`config.mk`:
```
export PLATFORM = sky130hd
export DESIGN_NAME = bist_reg
export DESIGN_NICKNAME = d
export VERILOG_FILES = /design/src/rtl/bist_reg_pkg.sv /design/src/rtl/bist_reg_fb.sv /design/src/rtl/bist_reg_seed.sv /design/src/rtl/bist_reg_cell.sv /design/src/rtl/bist_reg.sv
export SDC_FILE = /design/constraint.sdc
export NUM_CORES = 1
export LEC_CHECK = 0
export ABC_AREA = 1
export CORE_MARGIN = 2
export CORE_UTILIZATION = 48
export CTS_CLUSTER_DIAMETER = 50
export CTS_CLUSTER_SIZE = 8
export DETAILED_ROUTE_END_ITERATION = 16
export GPL_TIMING_DRIVEN = 0
export PLACE_DENSITY = 0.82
export SYNTH_ARGS = -nofsm -noshare
export SYNTH_HDL_FRONTEND = slang
export SYNTH_HIERARCHICAL = 1
export SYNTH_SLANG_ARGS = --single-unit
```
`constraint.sdc`:
```
create_clock -name clk_i -period 2.8 [get_ports clk_i]
set_input_delay 0.56 -clock clk_i [delete_from_list [all_inputs] [get_ports clk_i]]
set_output_delay 0.56 -clock clk_i [all_outputs]
set_load 0.005 [all_outputs]
```
`src/rtl/bist_reg_pkg.sv`:
```
package bist_reg_pkg;

   typedef enum logic [1:0] {
      MODE_SHIFT = 2'b00,
      MODE_STEP  = 2'b01,
      MODE_CLEAR = 2'b10,
      MODE_LOAD  = 2'b11
   } bist_mode_e;

endpackage

```
`src/rtl/bist_reg_fb.sv`:
```
module bist_reg_fb #(
   parameter int unsigned WIDTH = 8,
   parameter logic [WIDTH-1:0] TAP_MASK = 8'hB8
) (
   input  logic [WIDTH-1:0] state_i,
   output logic             fb_o
);
   logic [WIDTH:0] chain;

   assign chain[0] = 1'b0;

   for (genvar t = 0; t < WIDTH; t++) begin : g_tap
      if (TAP_MASK[t]) begin : g_on
         assign chain[t+1] = chain[t] ^ state_i[t];
      end else begin : g_off
         assign chain[t+1] = chain[t];
      end
   end

   assign fb_o = chain[WIDTH];
endmodule

```
`src/rtl/bist_reg_seed.sv`:
```
module bist_reg_seed #(
   parameter int unsigned WIDTH = 8
) (
   input  logic [WIDTH-1:0] state_i,
   input  logic             gen_i,
   output logic             kick_o
);
   // A seed is needed only while generating patterns from the all-zero state.
   assign kick_o = gen_i & ~(|state_i);
endmodule

```
`src/rtl/bist_reg_cell.sv`:
```
module bist_reg_cell
   import bist_reg_pkg::*;
(
   input  bist_mode_e mode_i,
   input  logic       sig_en_i,
   input  logic       shift_in_i,
   input  logic       lfsr_in_i,
   input  logic       d_i,
   output logic       next_o
);
   always_comb begin
      unique case (mode_i)
         MODE_LOAD:  next_o = d_i;
         MODE_CLEAR: next_o = 1'b0;
         MODE_SHIFT: next_o = shift_in_i;
         MODE_STEP:  next_o = lfsr_in_i ^ (sig_en_i & d_i);
         default:    next_o = 1'b0;
      endcase
   end
endmodule

```
`src/rtl/bist_reg.sv`:
```
module bist_reg
   import bist_reg_pkg::*;
#(
   parameter int unsigned WIDTH = 8,
   parameter logic [WIDTH-1:0] TAP_MASK = 8'hB8
) (
   input  logic             clk_i,
   input  logic             rst_ni,
   input  logic [1:0]       mode_i,
   input  logic             sig_en_i,
   input  logic             loop_sel_i,
   input  logic             scan_in_i,
   input  logic [WIDTH-1:0] d_i,
   output logic [WIDTH-1:0] q_o,
   output logic             scan_out_o
);
   localparam int unsigned MSB = WIDTH - 1;
   localparam logic [WIDTH-1:0] SEED = {{(WIDTH-1){1'b0}}, 1'b1};

   if (WIDTH < 2) begin : g_bad_width
      $error("bist_reg: WIDTH must be at least 2");
   end
   if (!TAP_MASK[MSB]) begin : g_bad_taps
      $error("bist_reg: TAP_MASK must include the last stage");
   end

   bist_mode_e       mode;
   logic [WIDTH-1:0] state_q;
   logic [WIDTH-1:0] state_d;
   logic             fb;
   logic             kick;
   logic             serial_src;

   assign mode       = bist_mode_e'(mode_i);
   assign serial_src = loop_sel_i ? state_q[MSB] : scan_in_i;

   bist_reg_fb #(
      .WIDTH    (WIDTH),
      .TAP_MASK (TAP_MASK)
   ) i_fb (
      .state_i (state_q),
      .fb_o    (fb)
   );

   bist_reg_seed #(
      .WIDTH (WIDTH)
   ) i_seed (
      .state_i (state_q),
      .gen_i   (!sig_en_i),
      .kick_o  (kick)
   );

   for (genvar k = 0; k < WIDTH; k++) begin : g_stage
      logic shift_in;
      logic lfsr_in;
      if (k == 0) begin : g_head
         assign shift_in = serial_src;
         assign lfsr_in  = fb | kick;
      end else begin : g_body
         assign shift_in = state_q[k-1];
         assign lfsr_in  = state_q[k-1];
      end

      bist_reg_cell i_cell (
         .mode_i     (mode),
         .sig_en_i   (sig_en_i),
         .shift_in_i (shift_in),
         .lfsr_in_i  (lfsr_in),
         .d_i        (d_i[k]),
         .next_o     (state_d[k])
      );
   end

   always_ff @(posedge clk_i or negedge rst_ni) begin
      if (!rst_ni) begin
         state_q <= '0;
      end else begin
         state_q <= state_d;
      end
   end

   assign q_o        = state_q;
   assign scan_out_o = state_q[MSB];

   AST_LOAD_CAPTURE: assert property (@(posedge clk_i) disable iff (!rst_ni)
      (mode_i == 2'b11) |=> (q_o == $past(d_i)));

   AST_SHIFT_UP: assert property (@(posedge clk_i) disable iff (!rst_ni)
      (mode_i == 2'b00) |=> (q_o[MSB:1] == $past(q_o[MSB-1:0])));

   AST_SHIFT_LOOP: assert property (@(posedge clk_i) disable iff (!rst_ni)
      (mode_i == 2'b00 && loop_sel_i) |=> (q_o[0] == $past(scan_out_o)));

   AST_CLEAR_ZERO: assert property (@(posedge clk_i) disable iff (!rst_ni)
      (mode_i == 2'b10) |=> (q_o == '0));

   AST_GEN_NONZERO: assert property (@(posedge clk_i) disable iff (!rst_ni)
      (mode_i == 2'b01 && !sig_en_i && q_o != '0) |=> (q_o != '0));

   AST_SEED_KICK: assert property (@(posedge clk_i) disable iff (!rst_ni)
      (mode_i == 2'b01 && !sig_en_i && q_o == '0) |=> (q_o == SEED));

   AST_SIG_ZERO_HOLD: assert property (@(posedge clk_i) disable iff (!rst_ni)
      (mode_i == 2'b01 && sig_en_i && q_o == '0 && d_i == '0) |=> (q_o == '0));
endmodule

```
=== Word-level counts from Yosys, hierarchy flattened ===
Index checks and enable logic that the tools add are counted.

* Reductions and logical operators: 3
* Eq/ne operators: 3
* $mul: 0
* Magnitude comparators: 0
* Shift-type cells: 0
* Bitwise logic cells: 22
* $add $sub $neg: 0
* Divide/modulo/power cells: 0
* Mux-type cells: 9

{| class="wikitable"
|+ Operators by type and width
! kind !! number
|-
| $pmux W1 S4 || 8
|-
| $xor A1 B1 Y1 || 11
|-
| $and A1 B1 Y1 || 9
|-
| $reduce_or A8 Y1 || 1
|-
| $eq A2 B2 Y1 const B || 2
|-
| $eq A2 B1 Y1 const B || 1
|-
| $logic_not A2 Y1 || 1
|-
| $logic_not A1 Y1 || 1
|-
| $mux W1 || 1
|-
| $not A1 Y1 || 1
|-
| $or A1 B1 Y1 || 1
|}

* Bits in read-only memories: 0
* Memories kept: 0
* Register bits: 8
* Output and inout port bits: 9
* Latch bits: 0
* Memory bits (writable): 0

=== Depth between registers and ports, before layout ===
Gate-level depths: netlist of the first run.

* Word-level depth: 6
* Mapped depth: 10
* Mapped depth without buffers: 10

=== By module ===
The synthesis of the first run kept the hierarchy.

{| class="wikitable"
|+ By module, submodules not included
! module !! cells an instance !! times used !! sequential area each (µm²) !! area each (µm²)
|-
| bist_reg_cell || 11 || 8 || 0.0 || 48.8
|-
| bist_reg || 15 || 1 || 200.2 || 232.7
|-
| bist_reg_fb || 15 || 1 || 0.0 || 63.8
|-
| bist_reg_seed || 7 || 1 || 0.0 || 31.3
|}

=== Worst setup path after synthesis of the first run ===
OpenSTA, ideal clock, no wires.

* Path type: input-to-reg
* Start: in sig_en_i
* End: reg state_q[0], in the netlist q_o[0]
* Setup time: 124 ps
* Arrival: 1099 ps
* Stages: 8
* Required time: 2676 ps
* Setup slack: 1576 ps
* Cells stage by stage: inv_1 > nand3b_1 > nor2_1 > or2_1 > inv_1 > nand2_1 > nand3_1 > nand3_1

* Longest elaborated chain between the ends: 5

{| class="wikitable"
|+ Ends and longest elaborated chain
! element !! line !! RTL
|-
| from (decl) || bist_reg.sv:10 || <nowiki>input logic sig_en_i,</nowiki>
|-
| $logic_not A1 Y1 || bist_reg.sv:49 || <nowiki>.gen_i (!sig_en_i),</nowiki>
|-
| $and A1 B1 Y1 || bist_reg_seed.sv:9 || <nowiki>assign kick_o = gen_i & ~(|state_i);</nowiki>
|-
| named net kick || bist_reg.sv:31 || <nowiki>logic kick;</nowiki>
|-
| $or A1 B1 Y1 || bist_reg.sv:58 || <nowiki>assign lfsr_in = fb | kick;</nowiki>
|-
| named net g_stage[0].lfsr_in || bist_reg.sv:55 || <nowiki>logic lfsr_in;</nowiki>
|-
| $xor A1 B1 Y1 || bist_reg_cell.sv:16 || <nowiki>MODE_STEP: next_o = lfsr_in_i ^ (sig_en_i & d_i);</nowiki>
|-
| $pmux W1 S4 || bist_reg_cell.sv:12 || <nowiki>unique case (mode_i)</nowiki>
|-
| named net state_d[0] || bist_reg.sv:29 || <nowiki>logic [WIDTH-1:0] state_d;</nowiki>
|-
| to (signal assigned) || bist_reg.sv:78 || <nowiki>state_q <= state_d;</nowiki>
|-
| to (decl) || bist_reg.sv:28 || <nowiki>logic [WIDTH-1:0] state_q;</nowiki>
|}

The timed path passes the listed nets, and every way through them passes these cells.

=== Final worst setup path of the first run ===
Same ends and word-level chain as after synthesis.

==> results.cfg, run 1 <==
[outcome]
status = complete, no violations

[cells_and_area]
multiInputGateArea_um2 = 424
mostFrequentLayoutCell = nand2_1
layout_common_cells = nand2_1, nand3_1, inv_1, clkdlybuf4s50_1, nor2_1
insertedDiodeCount = 0
final_util = 0.733
final_cells = 166
area_growth_pct = 37.8
drive_gt1_frac = 0.0861
area.sequential_um2 = 200
largest_reg_flops = 8
nFillCells = 125
fin_nets = 168

[logic_synthesis]
syn_inst = 125
seq_area_frac_synth = 0.279
ys_ff_latch = 8
synth_area_per_cell_um2 = 5.75
yosys-top-cells-area = dfrtp_1, nand3_1, nand2_1
yosysTopAreaCellShare = 0.279
syn-num-nets = 140
syn_area_um2 = 718
ys_types = 10
synth_area_leader_cell = dfrtp_1
ys_warn_count = 6

[floorplanning]
rows = 13
die_height_um = 42.7
dieArea_mm2 = 0.00182
coreArea_mm2 = 0.00135
io_pins = 24
initial_utilization = 0.532
die_w_um = 42.7

[clock_tree]
ctsRootBufferMaster = clkbuf_4
htree_num_levels = 1
numCtsBuffers = 3
clk_pin_slew_ns = 0.05
tritoncts = yes
cts.hold.buffers_added = 0
cts.path.max_buffers = 2
cts_resized = 0
post_cts_buffers = 0
cts_sinks = 8
clk_latency_ns = 0.26

[timing]
holdWs_ns = 0.578
hold_viol = 0
fin_worst_skew_ns = 0.00458
tightest_slew_ns = 0.970
rsz0062_at_grt = no
fmax_mhz = 499
setup_tns_ns = 0
setup_viol_count_final = 0
period_share = 0.716
period_needed_ns = 2.00
final_max_slew_viol_count = 0
relSlewSlack = 0.351

[worst_setup_path]
critical_path.max_fanout = 17
required_ns = 2.93
path_class = in2reg
worst_setup_path_start_kind = input pin
cp.buffers_inverters = 3
cpPeakStageDelay_ns = 0.85
slowest_stage = clkdlybuf4s50_1
arrival_ns = 2.13
cp_cell_sequence = clkdlybuf4s50_1, inv_1, nand3b_1, nor2_1, or2_1, inv_1, nand2_1, nand3_1, nand3_1
crit_family = buffers and inverters
rrSetupSlack_ns = 1.44
end_kind = register

[placement]
gp_congestion = 0.730
port_buffers = 23
dp.cells = 163
dp_hpwl_um = 1260

[pwr]
p_leak_nw = 0.512
p_total_w = 0.000386
powerDensity_mw_per_mm2 = 390
max-vdd-ir-drop_mv = 0.338

[min_path]
hp-class = in2async

[drt]
wl_per_cell_um = 10.7
antenna_left = 0
drc = 0
drt_pass1_iterations = 4
finalWirelength_um = 1770
vias = 862
drt-initial-drc-count = 15
avgViaCountPerCell = 5.19

[global_route]
grt_max_degree = 25
first_global_vias = 729
gr-total-overflow = 0
grt_antenna_before_repair = 0
grt_usage = 0.212
grt_pass1_wl_um = 2920

[flow_run]
maxCapViolations = 0
[logic make-up (layout without fill, tap and decap cells)]
family        count (synthesis)  count (layout)  synth area share
simple gates                 92              92             0.578
buf+inv                      24              50             0.131
flops                         8               8             0.279
xor+xnor                      1               1            0.0122
[cell usage after synthesis]
cell / number
dfrtp_1: 8
or2_1: 1
buf_4: 1
nand2_1: 35
nor2_2: 9
nand3_1: 33
inv_1: 23
nor2_1: 13
xnor2_1: 1
nand3b_1: 1
[layer usage]
layer | global-route usage | vias up | part of all wire
met1 | 0.225 | 391 | 0.41
met4 | 0.0500 | 0 | 0.0040
li1 | - | 443 | -
met3 | 0.0766 | 2 | 0.067
met2 | 0.391 | 26 | 0.51
met5 | 0 | - | 0
[power breakdown]
| part | internal, W | switching [W] | total, W |
|---|---|---|---|
| clock | 0.0000491 | 0.0000407 | 0.0000899 |
| combinational | 0.0000778 | 0.0000668 | 0.000145 |
| sequential | 0.000129 | 0.0000223 | 0.000151 |
[layout make-up]
| type | instances | share of cell area |
|---|---|---|
| Buffer | 1 | 0.00759 |
| Clock buffer | 3 | 0.0228 |
| Inverter | 23 | 0.0872 |
| Multi-Input combinational cell | 93 | 0.429 |
| Sequential cell | 8 | 0.202 |
| Tap cell | 15 | 0.0190 |
| Timing Repair Buffer | 23 | 0.233 |
[metrics by stage]
step,worst slack [ns],area (µm²)
global route,0.724,990
global placement,0.602,967
CTS,0.826,990
floorplan,1.58,718
detailed placement,0.551,967
finish,0.795,990
[path summary, 6_finish.rpt]
path | startpoint | to | depth (start not counted)
worst max register to register | q_o[4] | q_o[0] | 10
worst min register to register | q_o[0] | q_o[1] | 2
min in group clk_i | q_o[0] | q_o[1] | 2
max in group asynchronous | rst_ni | q_o[1] | 1
worst max-delay path | sig_en_i | q_o[0] | 9
worst min-delay path | rst_ni | q_o[5] | 1
Note: power is estimated with default switching activity, not from simulation.
==> inputs of run 2 (changes only) <==
Settings changed: CORE_UTILIZATION 48 to 40, PLACE_DENSITY 0.82 to 0.73.
Clock period 2.8 ns to 1.7 ns, I/O delays scaled along.
==> run 2 against run 1 <==
Compared with the run above:
- hold slack worse by 0.21 ns
- critical path depth is 5 lower
- power is 64% higher
- highest routed layer is now met3
- critical path type unchanged
- combinational power is 63% higher
==> results.cfg, run 2 (synthesis gave the netlist of run 1 again) <==
[global_route]
grt_usage = 0.191
grt_busiest_layer = met2
first_global_vias = 737
gr-usage-met1 = 0.220
met2_usage = 0.325
grt_pass1_wl_um = 2910
grt_max_degree = 25
grt_antenna_before_repair = 0
gr-total-overflow = 0
use_met3 = 0.0824

[drt]
finalWirelength_um = 1730
drc = 0
wl_per_cell_um = 9.81
drt_pass1_iterations = 4
antenna_left = 0
drt-initial-drc-count = 33
avgViaCountPerCell = 4.68
vias = 823

[clock_tree]
ctsRootBufferMaster = clkbuf_4
cts.path.max_buffers = 2
htree_num_levels = 1
clk_pin_slew_ns = 0.06
cts_sinks = 8
post_cts_buffers = 0
tritoncts = yes
numCtsBuffers = 3
clk_latency_ns = 0.25

[worst_setup_path]
path_class = in2reg
cp_common_cell = nand3_1
end_kind = register
critical_path.max_fanout = 24
worst_setup_path_start_kind = input pin
required_ns = 1.83
arrival_ns = 1.76
slowest_stage = clkdlybuf4s50_1
rrSetupSlack_ns = 0.34
cp_cell_sequence = clkdlybuf4s50_1, nor2_2, nand3_1, nand3_1
cpPeakStageDelay_ns = 1.13

[cells_and_area]
largest_reg_flops = 8
mostFrequentLayoutCell = nand2_1
nFillCells = 170
final_util = 0.588
area_growth_pct = 39.7
fin_nets = 168
insertedDiodeCount = 0
drive_gt1_frac = 0.0993
layout_common_cells = nand2_1, nand3_1, inv_1

[pwr]
seqPwrFrac = 0.393
switching_power_w = 0.000212
p_int_w = 0.000422
powerDensity_mw_per_mm2 = 632
max-vdd-ir-drop_mv = 0.326
combPwrFrac = 0.374
p_clk_frac = 0.233
swShare = 0.335
p_leak_nw = 0.511
p_total_w = 0.000634

[floorplanning]
rows = 15
die_height_um = 46.4
io_pins = 24
coreArea_mm2 = 0.00171
initial_utilization = 0.421
dieArea_mm2 = 0.00215
die_w_um = 46.4

[placement]
gp_congestion = 0.712
dp_hpwl_um = 1230
port_buffers = 23

[timing]
final_max_slew_viol_count = 0
holdWs_ns = 0.368
period_needed_ns = 1.63
tightest_slew_ns = 0.990
period_share = 0.957
hold_viol = 0
setup_viol_count_final = 0
fmax_mhz = 614
relSlewSlack = 0.338
rsz0062_at_grt = no
fin_worst_skew_ns = 0.00307

[flow_run]
maxCapViolations = 0

[outcome]
status = complete, no violations

[min_path]
hp-class = in2async
==> run 2: routing by layer <==
metal  share of wire  routed length, µm  vias up
li1                -                  -      443
met1            0.45                776      362
met2            0.50                856       18
met3           0.054                 93        0
met4               0                  0        0
met5               0                  0        -
==> run 2: per-stage QoR <==
step,setup TNS [ns],area [µm²],instances,setup WS [ns]
6_report,0,1000,176,0.0726
5_1_grt,0,1000,176,0.00584
4_1_cts,0,1000,176,0.0619
3_5_place_dp,-1.31,980,173,-0.339
3_3_place_gp,-0.970,980,173,-0.284
2_1_floorplan,0,718,125,0.480
==> run 2: timing repair <==
| item | in CTS | in global routing |
|---|---|---|
| gates cloned | 0 | 0 |
| endpoints found under the setup margin | 2 | 1 |
| hold buffers | 0 | 0 |
| resized for setup | 2 | 1 |
==> run 2: final timing paths <==
path | from | to | cells past startpoint
worst max-delay path | mode_i[1] | q_o[6] | 4
worst min-delay path | rst_ni | q_o[6] | 1
worst max register to register | q_o[4] | q_o[0] | 9
worst min register to register | q_o[6] | q_o[7] | 2
max in group asynchronous | rst_ni | q_o[7] | 1
min in group clk_i | q_o[6] | q_o[7] | 2
==> run 2: area by class of cell <==
| class | instances | area, µm² | area share |
|---|---|---|---|
| multi-input cells | 93 | 424 | 0.423 |
| repair buffers | 23 | 229 | 0.228 |
| flip-flops and latches | 8 | 203 | 0.202 |
| inverters | 23 | 86.3 | 0.0860 |
| well taps | 25 | 31.3 | 0.0312 |
| clock buffers | 3 | 22.5 | 0.0224 |
| plain buffers | 1 | 7.51 | 0.00748 |
==> run 2: critical path, delay by kind of cell <==
kind / cells / cell delay [ns]
buffers and inverters: 1 / 1.13
AND/OR/NAND/NOR: 3 / 0.30
==> run 2: power by group through the flow <==
stage	sequential (W)	clock [W]	combinational [W]
detailed placement	0.000251	0	0.000237
floorplan	0.000246	0	0.000111
global placement	0.000250	0	0.000230
CTS	0.000249	0.000154	0.000238
global route	0.000254	0.000167	0.000267
finish	0.000249	0.000147	0.000237
==> inputs of run 3 (changes only) <==
Settings changed: REMOVE_ABC_BUFFERS from default to 1, TNS_END_PERCENT from default to 100.
==> run 3 against run 2 <==
Compared with the run above:
- register-to-register slack better by 0.02 ns
- fmax rose by 0.95%
- wire length down 0.35%
- non-clock buffer count is 1 lower
- combinational power hardly changed
- final cell count decreased by 0.57%
- hold slack worse by 0.0063 ns
- critical path type is now reg2out
- largest power group unchanged
==> results.cfg, run 3 (synthesis gave the netlist of run 1 again) <==
[worst_setup_path]
end_kind = primary output
crit_family = buffers and inverters
critical_path.max_fanout = 8
cpPeakStageDelay_ns = 0.55
cp.buffers_inverters = 1
cp_cell_sequence = clkdlybuf4s50_1
arrival_ns = 1.27
required_ns = 1.36
path_class = reg2out
startpoint = q_o[5]
slowest_stage = clkdlybuf4s50_1
r2r_start = q_o[3]
worst_setup_path_start_kind = register

[outcome]
status = complete, no violations

[clock_tree]
htree_num_levels = 1
cts.path.max_buffers = 2
cts_resized = 1
clk_pin_slew_ns = 0.06
clk_latency_ns = 0.26
cts.hold.buffers_added = 0
tritoncts = yes
cts_sinks = 8
numCtsBuffers = 3
ctsRootBufferMaster = clkbuf_4
post_cts_buffers = 0

[global_route]
grt_usage = 0.190
first_global_vias = 698
grt_pass1_wl_um = 2880
grt_antenna_before_repair = 0
grt_max_degree = 25
gr-total-overflow = 0

[timing]
hold_viol = 0
final_max_slew_viol_count = 0
relSlewSlack = 0.357
setup_tns_ns = 0
period_needed_ns = 1.61
rsz0062_at_grt = no
holdWs_ns = 0.362
period_share = 0.948
fin_worst_skew_ns = 0.00604
setup_viol_count_final = 0
tightest_slew_ns = 0.962
fmax_mhz = 620

[drt]
finalWirelength_um = 1720
top_layer = met3
met1_length_um = 801
wl_met2_um = 828
avgViaCountPerCell = 4.77
drc = 0
drt-initial-drc-count = 14
wl_per_cell_um = 9.83
met3WireLength_um = 90
vias = 834
drt_pass1_iterations = 4
antenna_left = 0

[pwr]
swShare = 0.338
p_leak_nw = 0.508
combPwrFrac = 0.370
switching_power_w = 0.000213
powerDensity_mw_per_mm2 = 635
p_int_w = 0.000417
p_total_w = 0.000631
seqPwrFrac = 0.394
max-vdd-ir-drop_mv = 0.442
p_clk_frac = 0.236

[cells_and_area]
drive_gt1_frac = 0.0800
layout_common_cells = nand2_1, nand3_1, inv_1
area_growth_pct = 38.3
final_util = 0.582
fin_nets = 167
multiInputGateArea_um2 = 424
nFillCells = 169
mostFrequentLayoutCell = nand2_1
area.sequential_um2 = 200
largest_reg_flops = 8
insertedDiodeCount = 0

[placement]
dp_hpwl_um = 1230
port_buffers = 23
gp_congestion = 0.738

[floorplanning]
coreArea_mm2 = 0.00171
die_w_um = 46.4
dieArea_mm2 = 0.00215
die_height_um = 46.4
initial_utilization = 0.421
rows = 15
io_pins = 24

[flow_run]
maxCapViolations = 0

[min_path]
hp-class = in2async
-- run 3: cell count changes in the layout (fill, tap and decap cells not counted), sizes merged --
cell | previous run | this run
buf | 1 | 0
-- run 3: final timing paths --
path                           to  slack (ns)  cells past startpoint
max                        q_o[5]        0.09                      1
min                        q_o[5]        0.36                      1
max reg2reg                q_o[0]        0.36                     10
min reg2reg                q_o[3]        0.59                      2
max in group asynchronous  q_o[3]        1.06                      1
min in group clk_i         q_o[3]        0.59                      2
-- run 3: stage by stage --
step	setup slack, ns	cell area, µm²	cells
global placement	-0.286	972	172
CTS	0.0743	993	175
finish	0.0879	993	175
global route	0.0127	993	175
detailed placement	-0.351	972	172
floorplan	0.480	711	124
-- run 3: power by group through the flow --
stage               logic (W)  registers, W  clock network (W)
floorplan            0.000107      0.000247                  0
global placement     0.000226      0.000251                  0
detailed placement   0.000235      0.000251                  0
CTS                  0.000236      0.000249           0.000153
global route         0.000267      0.000254           0.000161
finish               0.000234      0.000248           0.000149
-- run 3: layout make-up --
cell class | instances | area share
Multi-Input combinational cell | 93 | 0.427
Timing Repair Buffer | 23 | 0.230
Sequential cell | 8 | 0.202
Inverter | 23 | 0.0869
Tap cell | 25 | 0.0315
Clock buffer | 3 | 0.0227
-- run 3: layer usage --
metal / GRT usage / up-vias
li1: - / 438
met1: 0.247 / 373
met2: 0.294 / 23
met3: 0.0706 / 0
met4: 0.0514 / 0
met5: 0 / -
